[src/rtl/seed_ctrl_pkg.sv]
`timescale 1ns/1ps
package seed_ctrl_pkg;
  typedef enum logic [2:0] {
    ST_IDLE = 3'd0,
    ST_WAIT = 3'd1,
    ST_HREQ = 3'd2,
    ST_HRSP = 3'd3,
    ST_SEED = 3'd4,
    ST_GEN  = 3'd5
  } seed_st_e;
endpackage

[src/rtl/seed_cnt.sv]
`timescale 1ns/1ps
module seed_cnt #(
  parameter int W = 8
) (
  input  logic         clk,
  input  logic         rst_n,
  input  logic         clr,
  input  logic         inc,
  output logic [W-1:0] q
);
  localparam logic [W-1:0] ONE = {{(W-1){1'b0}}, 1'b1};

  always_ff @(posedge clk or negedge rst_n) begin
    if (!rst_n)   q <= '0;
    else if (clr) q <= '0;
    else if (inc) q <= q + ONE;
  end
endmodule

[src/rtl/seed_slot.sv]
`timescale 1ns/1ps
module seed_slot #(
  parameter int W = 12
) (
  input  logic         clk,
  input  logic         rst_n,
  input  logic         flush_i,
  input  logic         take_i,
  input  logic         open_i,
  input  logic         in_valid_i,
  input  logic [W-1:0] in_data_i,
  output logic         in_ready_o,
  output logic         fresh_o,
  output logic [W-1:0] data_o
);
  logic         fresh_q;
  logic [W-1:0] data_q;
  logic         accept;

  assign in_ready_o = open_i && !fresh_q;
  assign accept     = in_valid_i && in_ready_o;

  always_ff @(posedge clk or negedge rst_n) begin
    if (!rst_n)         fresh_q <= 1'b0;
    else if (flush_i)   fresh_q <= 1'b0;
    else if (accept)    fresh_q <= 1'b1;
    else if (take_i)    fresh_q <= 1'b0;
  end

  always_ff @(posedge clk or negedge rst_n) begin
    if (!rst_n)      data_q <= '0;
    else if (accept) data_q <= in_data_i;
  end

  assign fresh_o = fresh_q;
  assign data_o  = data_q;
endmodule

[src/rtl/seed_fsm.sv]
`timescale 1ns/1ps
module seed_fsm
  import seed_ctrl_pkg::*;
#(
  parameter int TMO_W = 16,
  parameter int BLK_W = 8
) (
  input  logic             clk,
  input  logic             rst_n,
  input  logic             flush_i,
  input  logic             start_i,
  input  logic             both_fresh_i,
  input  logic [TMO_W-1:0] tmo_cfg_i,
  input  logic [BLK_W-1:0] blk_cfg_i,
  input  logic             hreq_ready_i,
  input  logic             hrsp_valid_i,
  input  logic             seed_ready_i,
  input  logic             blk_xfer_i,
  output seed_st_e         state_o,
  output logic             go_hash_o,
  output logic             go_fb_o,
  output logic             rsp_take_o
);
  seed_st_e         st_q, st_d;
  logic [TMO_W-1:0] wait_cnt;
  logic [BLK_W-1:0] blk_cnt;
  logic [BLK_W:0]   blk_cnt_p1;
  logic             blk_last;
  logic             in_wait, in_gen;

  assign in_wait = (st_q == ST_WAIT);
  assign in_gen  = (st_q == ST_GEN);

  seed_cnt #(.W(TMO_W)) u_wait_cnt (
    .clk (clk), .rst_n (rst_n),
    .clr (!in_wait || flush_i), .inc (in_wait),
    .q   (wait_cnt)
  );

  seed_cnt #(.W(BLK_W)) u_blk_cnt (
    .clk (clk), .rst_n (rst_n),
    .clr (!in_gen || flush_i), .inc (in_gen && blk_xfer_i),
    .q   (blk_cnt)
  );

  assign blk_cnt_p1 = {1'b0, blk_cnt} + {{BLK_W{1'b0}}, 1'b1};
  assign blk_last   = (blk_cnt_p1 >= {1'b0, blk_cfg_i});

  assign go_hash_o  = !flush_i && in_wait && both_fresh_i;
  assign go_fb_o    = !flush_i && in_wait && !both_fresh_i && (wait_cnt >= tmo_cfg_i);
  assign rsp_take_o = !flush_i && (st_q == ST_HRSP) && hrsp_valid_i;

  always_comb begin
    st_d = st_q;
    if (flush_i) begin
      st_d = ST_IDLE;
    end else begin
      unique case (st_q)
        ST_IDLE: if (start_i) st_d = ST_WAIT;
        ST_WAIT: begin
          if (go_hash_o)    st_d = ST_HREQ;
          else if (go_fb_o) st_d = ST_SEED;
        end
        ST_HREQ: if (hreq_ready_i) st_d = ST_HRSP;
        ST_HRSP: if (hrsp_valid_i) st_d = ST_SEED;
        ST_SEED: if (seed_ready_i) st_d = ST_GEN;
        ST_GEN:  if (blk_xfer_i && blk_last) st_d = ST_WAIT;
        default: st_d = ST_IDLE;
      endcase
    end
  end

  always_ff @(posedge clk or negedge rst_n) begin
    if (!rst_n) st_q <= ST_IDLE;
    else        st_q <= st_d;
  end

  assign state_o = st_q;
endmodule

[src/rtl/seed_rec_gate.sv]
`timescale 1ns/1ps
module seed_rec_gate #(
  parameter int WORD_W = 32
) (
  input  logic              gen_i,
  input  logic              rec_en_i,
  input  logic              blk_valid_i,
  input  logic [WORD_W-1:0] blk_data_i,
  output logic              blk_ready_o,
  output logic              sto_valid_o,
  input  logic              sto_ready_i,
  output logic [WORD_W-1:0] sto_data_o,
  output logic              blk_xfer_o
);
  assign blk_ready_o = gen_i && (!rec_en_i || sto_ready_i);
  assign sto_valid_o = gen_i && rec_en_i && blk_valid_i;
  assign sto_data_o  = blk_data_i;
  assign blk_xfer_o  = blk_valid_i && blk_ready_o;
endmodule

[src/rtl/seed_ctrl.sv]
`timescale 1ns/1ps
module seed_ctrl
  import seed_ctrl_pkg::*;
#(
  parameter int SND_W  = 12,
  parameter int AXIS_W = 12,
  parameter int AXES   = 3,
  parameter int SEED_W = 32,
  parameter int WORD_W = 32,
  parameter int TMO_W  = 16,
  parameter int BLK_W  = 8,
  localparam int ACC_W = AXIS_W * AXES,
  localparam int MSG_W = SND_W + ACC_W + SEED_W
) (
  input  logic              clk,
  input  logic              rst_n,
  input  logic              soft_rst_i,
  input  logic              start_i,
  input  logic              rec_en_i,
  input  logic [TMO_W-1:0]  tmo_cfg_i,
  input  logic [BLK_W-1:0]  blk_cfg_i,
  input  logic [SEED_W-1:0] chaos_i,
  input  logic              snd_valid_i,
  input  logic [SND_W-1:0]  snd_data_i,
  output logic              snd_ready_o,
  input  logic              acc_valid_i,
  input  logic [ACC_W-1:0]  acc_data_i,
  output logic              acc_ready_o,
  output logic              hreq_valid_o,
  input  logic              hreq_ready_i,
  output logic [MSG_W-1:0]  hreq_data_o,
  input  logic              hrsp_valid_i,
  input  logic [SEED_W-1:0] hrsp_data_i,
  output logic              hrsp_ready_o,
  output logic              seed_valid_o,
  input  logic              seed_ready_i,
  output logic [SEED_W-1:0] seed_data_o,
  output logic              seed_fb_o,
  input  logic              blk_valid_i,
  input  logic [WORD_W-1:0] blk_data_i,
  output logic              blk_ready_o,
  output logic              sto_valid_o,
  input  logic              sto_ready_i,
  output logic [WORD_W-1:0] sto_data_o,
  output logic              timeout_o
);
  seed_st_e          state;
  logic              go_hash, go_fb, rsp_take, blk_xfer;
  logic              snd_fresh, acc_fresh, in_wait;
  logic [SND_W-1:0]  snd_q;
  logic [ACC_W-1:0]  acc_q;
  logic [MSG_W-1:0]  msg_q;
  logic [SEED_W-1:0] seed_q;
  logic              fb_q, tmo_q;

  assign in_wait = (state == ST_WAIT) && !soft_rst_i;

  seed_slot #(.W(SND_W)) u_snd_slot (
    .clk (clk), .rst_n (rst_n), .flush_i (soft_rst_i), .take_i (go_hash),
    .open_i (in_wait), .in_valid_i (snd_valid_i), .in_data_i (snd_data_i),
    .in_ready_o (snd_ready_o), .fresh_o (snd_fresh), .data_o (snd_q)
  );

  seed_slot #(.W(ACC_W)) u_acc_slot (
    .clk (clk), .rst_n (rst_n), .flush_i (soft_rst_i), .take_i (go_hash),
    .open_i (in_wait), .in_valid_i (acc_valid_i), .in_data_i (acc_data_i),
    .in_ready_o (acc_ready_o), .fresh_o (acc_fresh), .data_o (acc_q)
  );

  seed_fsm #(.TMO_W(TMO_W), .BLK_W(BLK_W)) u_fsm (
    .clk (clk), .rst_n (rst_n), .flush_i (soft_rst_i), .start_i (start_i),
    .both_fresh_i (snd_fresh && acc_fresh),
    .tmo_cfg_i (tmo_cfg_i), .blk_cfg_i (blk_cfg_i),
    .hreq_ready_i (hreq_ready_i), .hrsp_valid_i (hrsp_valid_i),
    .seed_ready_i (seed_ready_i), .blk_xfer_i (blk_xfer),
    .state_o (state), .go_hash_o (go_hash), .go_fb_o (go_fb),
    .rsp_take_o (rsp_take)
  );

  seed_rec_gate #(.WORD_W(WORD_W)) u_gate (
    .gen_i (state == ST_GEN), .rec_en_i (rec_en_i),
    .blk_valid_i (blk_valid_i), .blk_data_i (blk_data_i),
    .blk_ready_o (blk_ready_o), .sto_valid_o (sto_valid_o),
    .sto_ready_i (sto_ready_i), .sto_data_o (sto_data_o),
    .blk_xfer_o (blk_xfer)
  );

  // message snapshot: sensors plus chaos value at the moment both are held
  always_ff @(posedge clk or negedge rst_n) begin
    if (!rst_n)       msg_q <= '0;
    else if (go_hash) msg_q <= {snd_q, acc_q, chaos_i};
  end

  // seed register: digest from the hash, or the chaos value on timeout
  always_ff @(posedge clk or negedge rst_n) begin
    if (!rst_n) begin
      seed_q <= '0;
      fb_q   <= 1'b0;
    end else if (rsp_take) begin
      seed_q <= hrsp_data_i;
      fb_q   <= 1'b0;
    end else if (go_fb) begin
      seed_q <= chaos_i;
      fb_q   <= 1'b1;
    end
  end

  always_ff @(posedge clk or negedge rst_n) begin
    if (!rst_n)          tmo_q <= 1'b0;
    else if (soft_rst_i) tmo_q <= 1'b0;
    else if (go_fb)      tmo_q <= 1'b1;
  end

  assign hreq_valid_o = (state == ST_HREQ);
  assign hreq_data_o  = msg_q;
  assign hrsp_ready_o = (state == ST_HRSP);
  assign seed_valid_o = (state == ST_SEED);
  assign seed_data_o  = seed_q;
  assign seed_fb_o    = fb_q;
  assign timeout_o    = tmo_q;
endmodule

[config.mk]
export PLATFORM = sky130hd
export DESIGN_NAME = seed_ctrl
export DESIGN_NICKNAME = d
export VERILOG_FILES = /design/src/rtl/seed_ctrl_pkg.sv /design/src/rtl/seed_cnt.sv /design/src/rtl/seed_slot.sv /design/src/rtl/seed_fsm.sv /design/src/rtl/seed_rec_gate.sv /design/src/rtl/seed_ctrl.sv
export SDC_FILE = /design/constraint.sdc
export NUM_CORES = 1
export LEC_CHECK = 0
export BUFFER_PORTS_ARGS = -buffer_cell sky130_fd_sc_hd__buf_2
export CAP_MARGIN = 10
export CORE_MARGIN = 2
export CORE_UTILIZATION = 49
export CTS_BUF_LIST = sky130_fd_sc_hd__clkbuf_4 sky130_fd_sc_hd__clkbuf_8 sky130_fd_sc_hd__clkbuf_16
export DETAILED_ROUTE_END_ITERATION = 8
export PLACE_DENSITY = 0.84
export SYNTH_ARGS = -nofsm -noshare
export SYNTH_HDL_FRONTEND = slang
export SYNTH_SLANG_ARGS = --single-unit
export TNS_END_PERCENT = 1
[constraint.sdc]
create_clock -name clk -period 3.3 [get_ports clk]
set_clock_uncertainty 0.1 [all_clocks]
set_input_delay 0.66 -clock clk [delete_from_list [all_inputs] [get_ports clk]]
set_output_delay 0.66 -clock clk [all_outputs]
set_load 0.01 [all_outputs]
==> impl_metrics.yaml <==
status:
  status: "finished clean"
grt:
  grt_overflow: 0
  grt_start_max_net_pins: 73
  grt_usage_pct: 20.9
  antenna_found_initial: 0
  grt_pass1_vias: 6068
  grt_pass1_wl_um: 30400
cells_and_area:
  syn2layout_area_growth_pct: 22.9
  fin_cells: 1145
  final_layout_size_suffix_gt1_share_pct: 34.8
  n_antenna_cell: 0
  final_nets: 1113
placement:
  io_buffers: 268
  dp_cells: 1113
  post-place-ws_ns: 0.416
  routabilityCongestion: 0.817
  dp_hpwl_um: 14400
synth:
  synth_nets: 874
  syn-cell-area_mm2: 0.00865
  yosysUniqueCellTypes: 44
  ys_seq_area_share_pct: 55.3
  ys_ff_latch: 191
  avgSynthCellArea_um2: 12.9
  synthCells: 668
  yosys_warnings: 0
pwr:
  p_comb_share_pct: 17.5
  leakagePower_nw: 5.81
  internal_power_mw: 4.54
  clock_power_share_pct: 33.6
  p_seq_share_pct: 48.9
  cellPowerDensity_mw_per_mm2: 599
  vdd_ir_drop_max_mv: 0.388
  power_mw: 6.37
  sw_frac_of_total_pct: 28.8
  p_sw_mw: 1.83
clock_tree:
  clock_sinks: 191
  cts_max_level: 4
  root_buffer: "clkbuf_16"
  cts_resized: 0
  cts_buffer_depth: 2
  cts_tree: "done"
  cts_hold_buf: 0
  numCtsBuffers: 17
  insertion_delay_ns: 0.43
  postCtsSetupBuffers: 0
  path_clk_slew_ns: 0.08
floorplan:
  die_height_um: 137
  core-area_mm2: 0.0173
  rows: 48
  die_area_mm2: 0.0187
  io_pins: 333
  initial_core_util_pct: 50.0
  die_x_um: 137
drt:
  routed_wl_um: 19800
  wl_per_cell_um: 17.3
  vias: 6037
  vias_per_cell: 5.27
  ant_nets: 0
  dr.first_iter.drc_count: 203
  drc_errors: 0
  first_pass_iters: 4
timing:
  slew_headroom_pct: 60.4
  min_period_over_period_pct: 78.1
  setup_violations: 0
  finalHoldViolations: 0
  setup_slack_ns: 0.722
  finalMaxSlewViolations: 0
  timing.fmax_mhz: 388
  rsz0062_at_grt: "no"
  worst_pin_slew_ns: 0.593
  period_needed_ns: 2.58
  setup_tns_ns: 0
job:
  drv_cap: 0
worst_hold_path:
  hp-class: "input port to async pin"
critical_path:
  end_kind: "primary output"
  worstPathArrival_ns: 1.82
  crit_fanout: 8
  rr_endpoint: "seed_data_o[15]"
  r2r_cells: 10
  reg2reg_slack_ns: 0.75
  regToRegStartpoint: "u_fsm.u_wait_cnt.q[0]"
  worstPathRequired_ns: 2.54
  start_kind: "input port"
  critical_path_class: "input port to primary output"
[power by group through the flow]
stage | sequential (mW) | clock (mW) | combinational (mW)
3_5_place_dp | 3.16 | 0 | 1.13
6_report | 3.11 | 2.14 | 1.12
4_1_cts | 3.12 | 2.18 | 1.14
5_1_grt | 3.18 | 2.28 | 1.23
2_1_floorplan | 3.20 | 0 | 0.575
3_3_place_gp | 3.13 | 0 | 1.09
[placed cells by master, fill, tap and decap left out, types with 2 or more instances in the layout]
cell and count:
clkbuf_8 2, buf_4 8, and4_1 3, nand2_1 24, o21ai_0 3, o22ai_1 3
o21ai_1 2, clkbuf_16 17, inv_1 29, inv_8 2, a21oi_1 11, inv_6 4
ha_1 26, a31o_1 32, and2_1 2, nor3_1 3, buf_12 5, nor2_1 39
nand3_1 10, a22o_1 32, nor2_2 2, and3_1 3, a21o_1 2, nand2b_1 8
nand4_1 6, xnor2_1 12, xor2_1 14, or3_1 3, mux2_1 129, nor2b_1 2
buf_2 267, dfrtp_1 191, a2111oi_0 2, clkinv_8 6
[area by class of cell]
class / instances / area [um2]
fillers: 1362 / 6670
multi-input cells: 387 / 3320
well taps: 225 / 282
inverters: 29 / 109
clock buffers: 18 / 439
repair buffers: 281 / 1510
clock inverters: 14 / 194
flip-flops and latches: 191 / 4780
[flip-flops by register name, indices dropped and copies added (netlist names)]
signal              cells
u_snd_slot.data_o      12
u_acc_slot.fresh_o      1
u_acc_slot.data_o      36
hreq_data_o            80
u_fsm.u_blk_cnt.q       8
seed_fb_o               1
seed_data_o            32
u_snd_slot.fresh_o      1
timeout_o               1
u_fsm.u_wait_cnt.q     16
u_fsm.state_o           3
[cells in the mapped netlist, drive strengths merged]
cell type	number	area [um2]
a2111oi	2	17.5
a211oi	1	7.51
a21o	2	15.0
a21oi	11	55.1
a22o	32	280
a22oi	1	7.51
a311oi	1	8.76
a31o	32	280
a31oi	2	27.5
a41oi	1	8.76
and2	2	12.5
and3	3	18.8
and4	3	26.3
buf	54	423
clkbuf	7	26.3
dfrtp	191	4780
ha	26	325
inv	29	109
mux2	129	1450
nand2	25	96.4
nand2b	8	50.1
nand3	10	50.1
nand4	6	37.5
nor2	42	163
nor2b	2	12.5
nor3	4	25.0
o21a	1	7.51
o21ai	5	25.0
o21bai	1	7.51
o22ai	3	18.8
or2	1	6.26
or3	3	18.8
or4	1	7.51
or4b	1	13.8
xnor2	12	105
xor2	14	123
[cells by family (layout without fill, tap and decap cells)]
logic type	after synthesis	count (layout)	synth area share [%]
AO/OA/AOI/OAI	95	95	8.87
XOR/XNOR	26	26	2.63
adder cells (fa/ha/maj)	26	26	3.76
buffers and inverters	90	342	6.45
flip-flops	191	191	55.3
multiplexers	129	129	16.8
AND/OR/NAND/NOR	111	111	6.22
[how the worst max path moves through the flow]
| stage | startpoint | slack (ns) | end |
|---|---|---|---|
| detailed placement | tmo_cfg_i[15] | 0.42 | seed_data_o[15] |
| floorplan | tmo_cfg_i[15] | 0.66 | seed_data_o[10] |
| global route | u_fsm.u_blk_cnt.q[0] | 0.55 | u_fsm.state_o[2] |
| CTS | soft_rst_i | 0.71 | acc_ready_o |
| finish | soft_rst_i | 0.72 | acc_ready_o |
| global placement | tmo_cfg_i[0] | 0.48 | seed_data_o[23] |
[metrics by stage]
stage / cell area, um2 / hold WS (ns) / util, %
after global placement: 10000 / 0.362 / 57.8
final: 10600 / 0.133 / 61.5
after floorplan: 8650 / 0.264 / -
after global routing: 10600 / 0.157 / 61.5
after CTS: 10600 / 0.149 / 61.5
after detailed placement: 10000 / 0.369 / 57.8
[per-layer routing]
| layer | global-route usage, % | vias up | wire [um] |
|---|---|---|---|
| met5 | 0 | - | 0 |
| met4 | 6.82 | 0 | 307 |
| met1 | 24.6 | 2984 | 8010 |
| li1 | - | 2819 | - |
| met2 | 36.1 | 211 | 9890 |
| met3 | 6.74 | 23 | 1580 |
[critical path: stages]
cell and delay [ns]:
buf_2 0.15, nand2b_1 0.16, or3_1 0.45, nor2_2 0.23, buf_2 0.17
(Power assumes the default switching activity.)
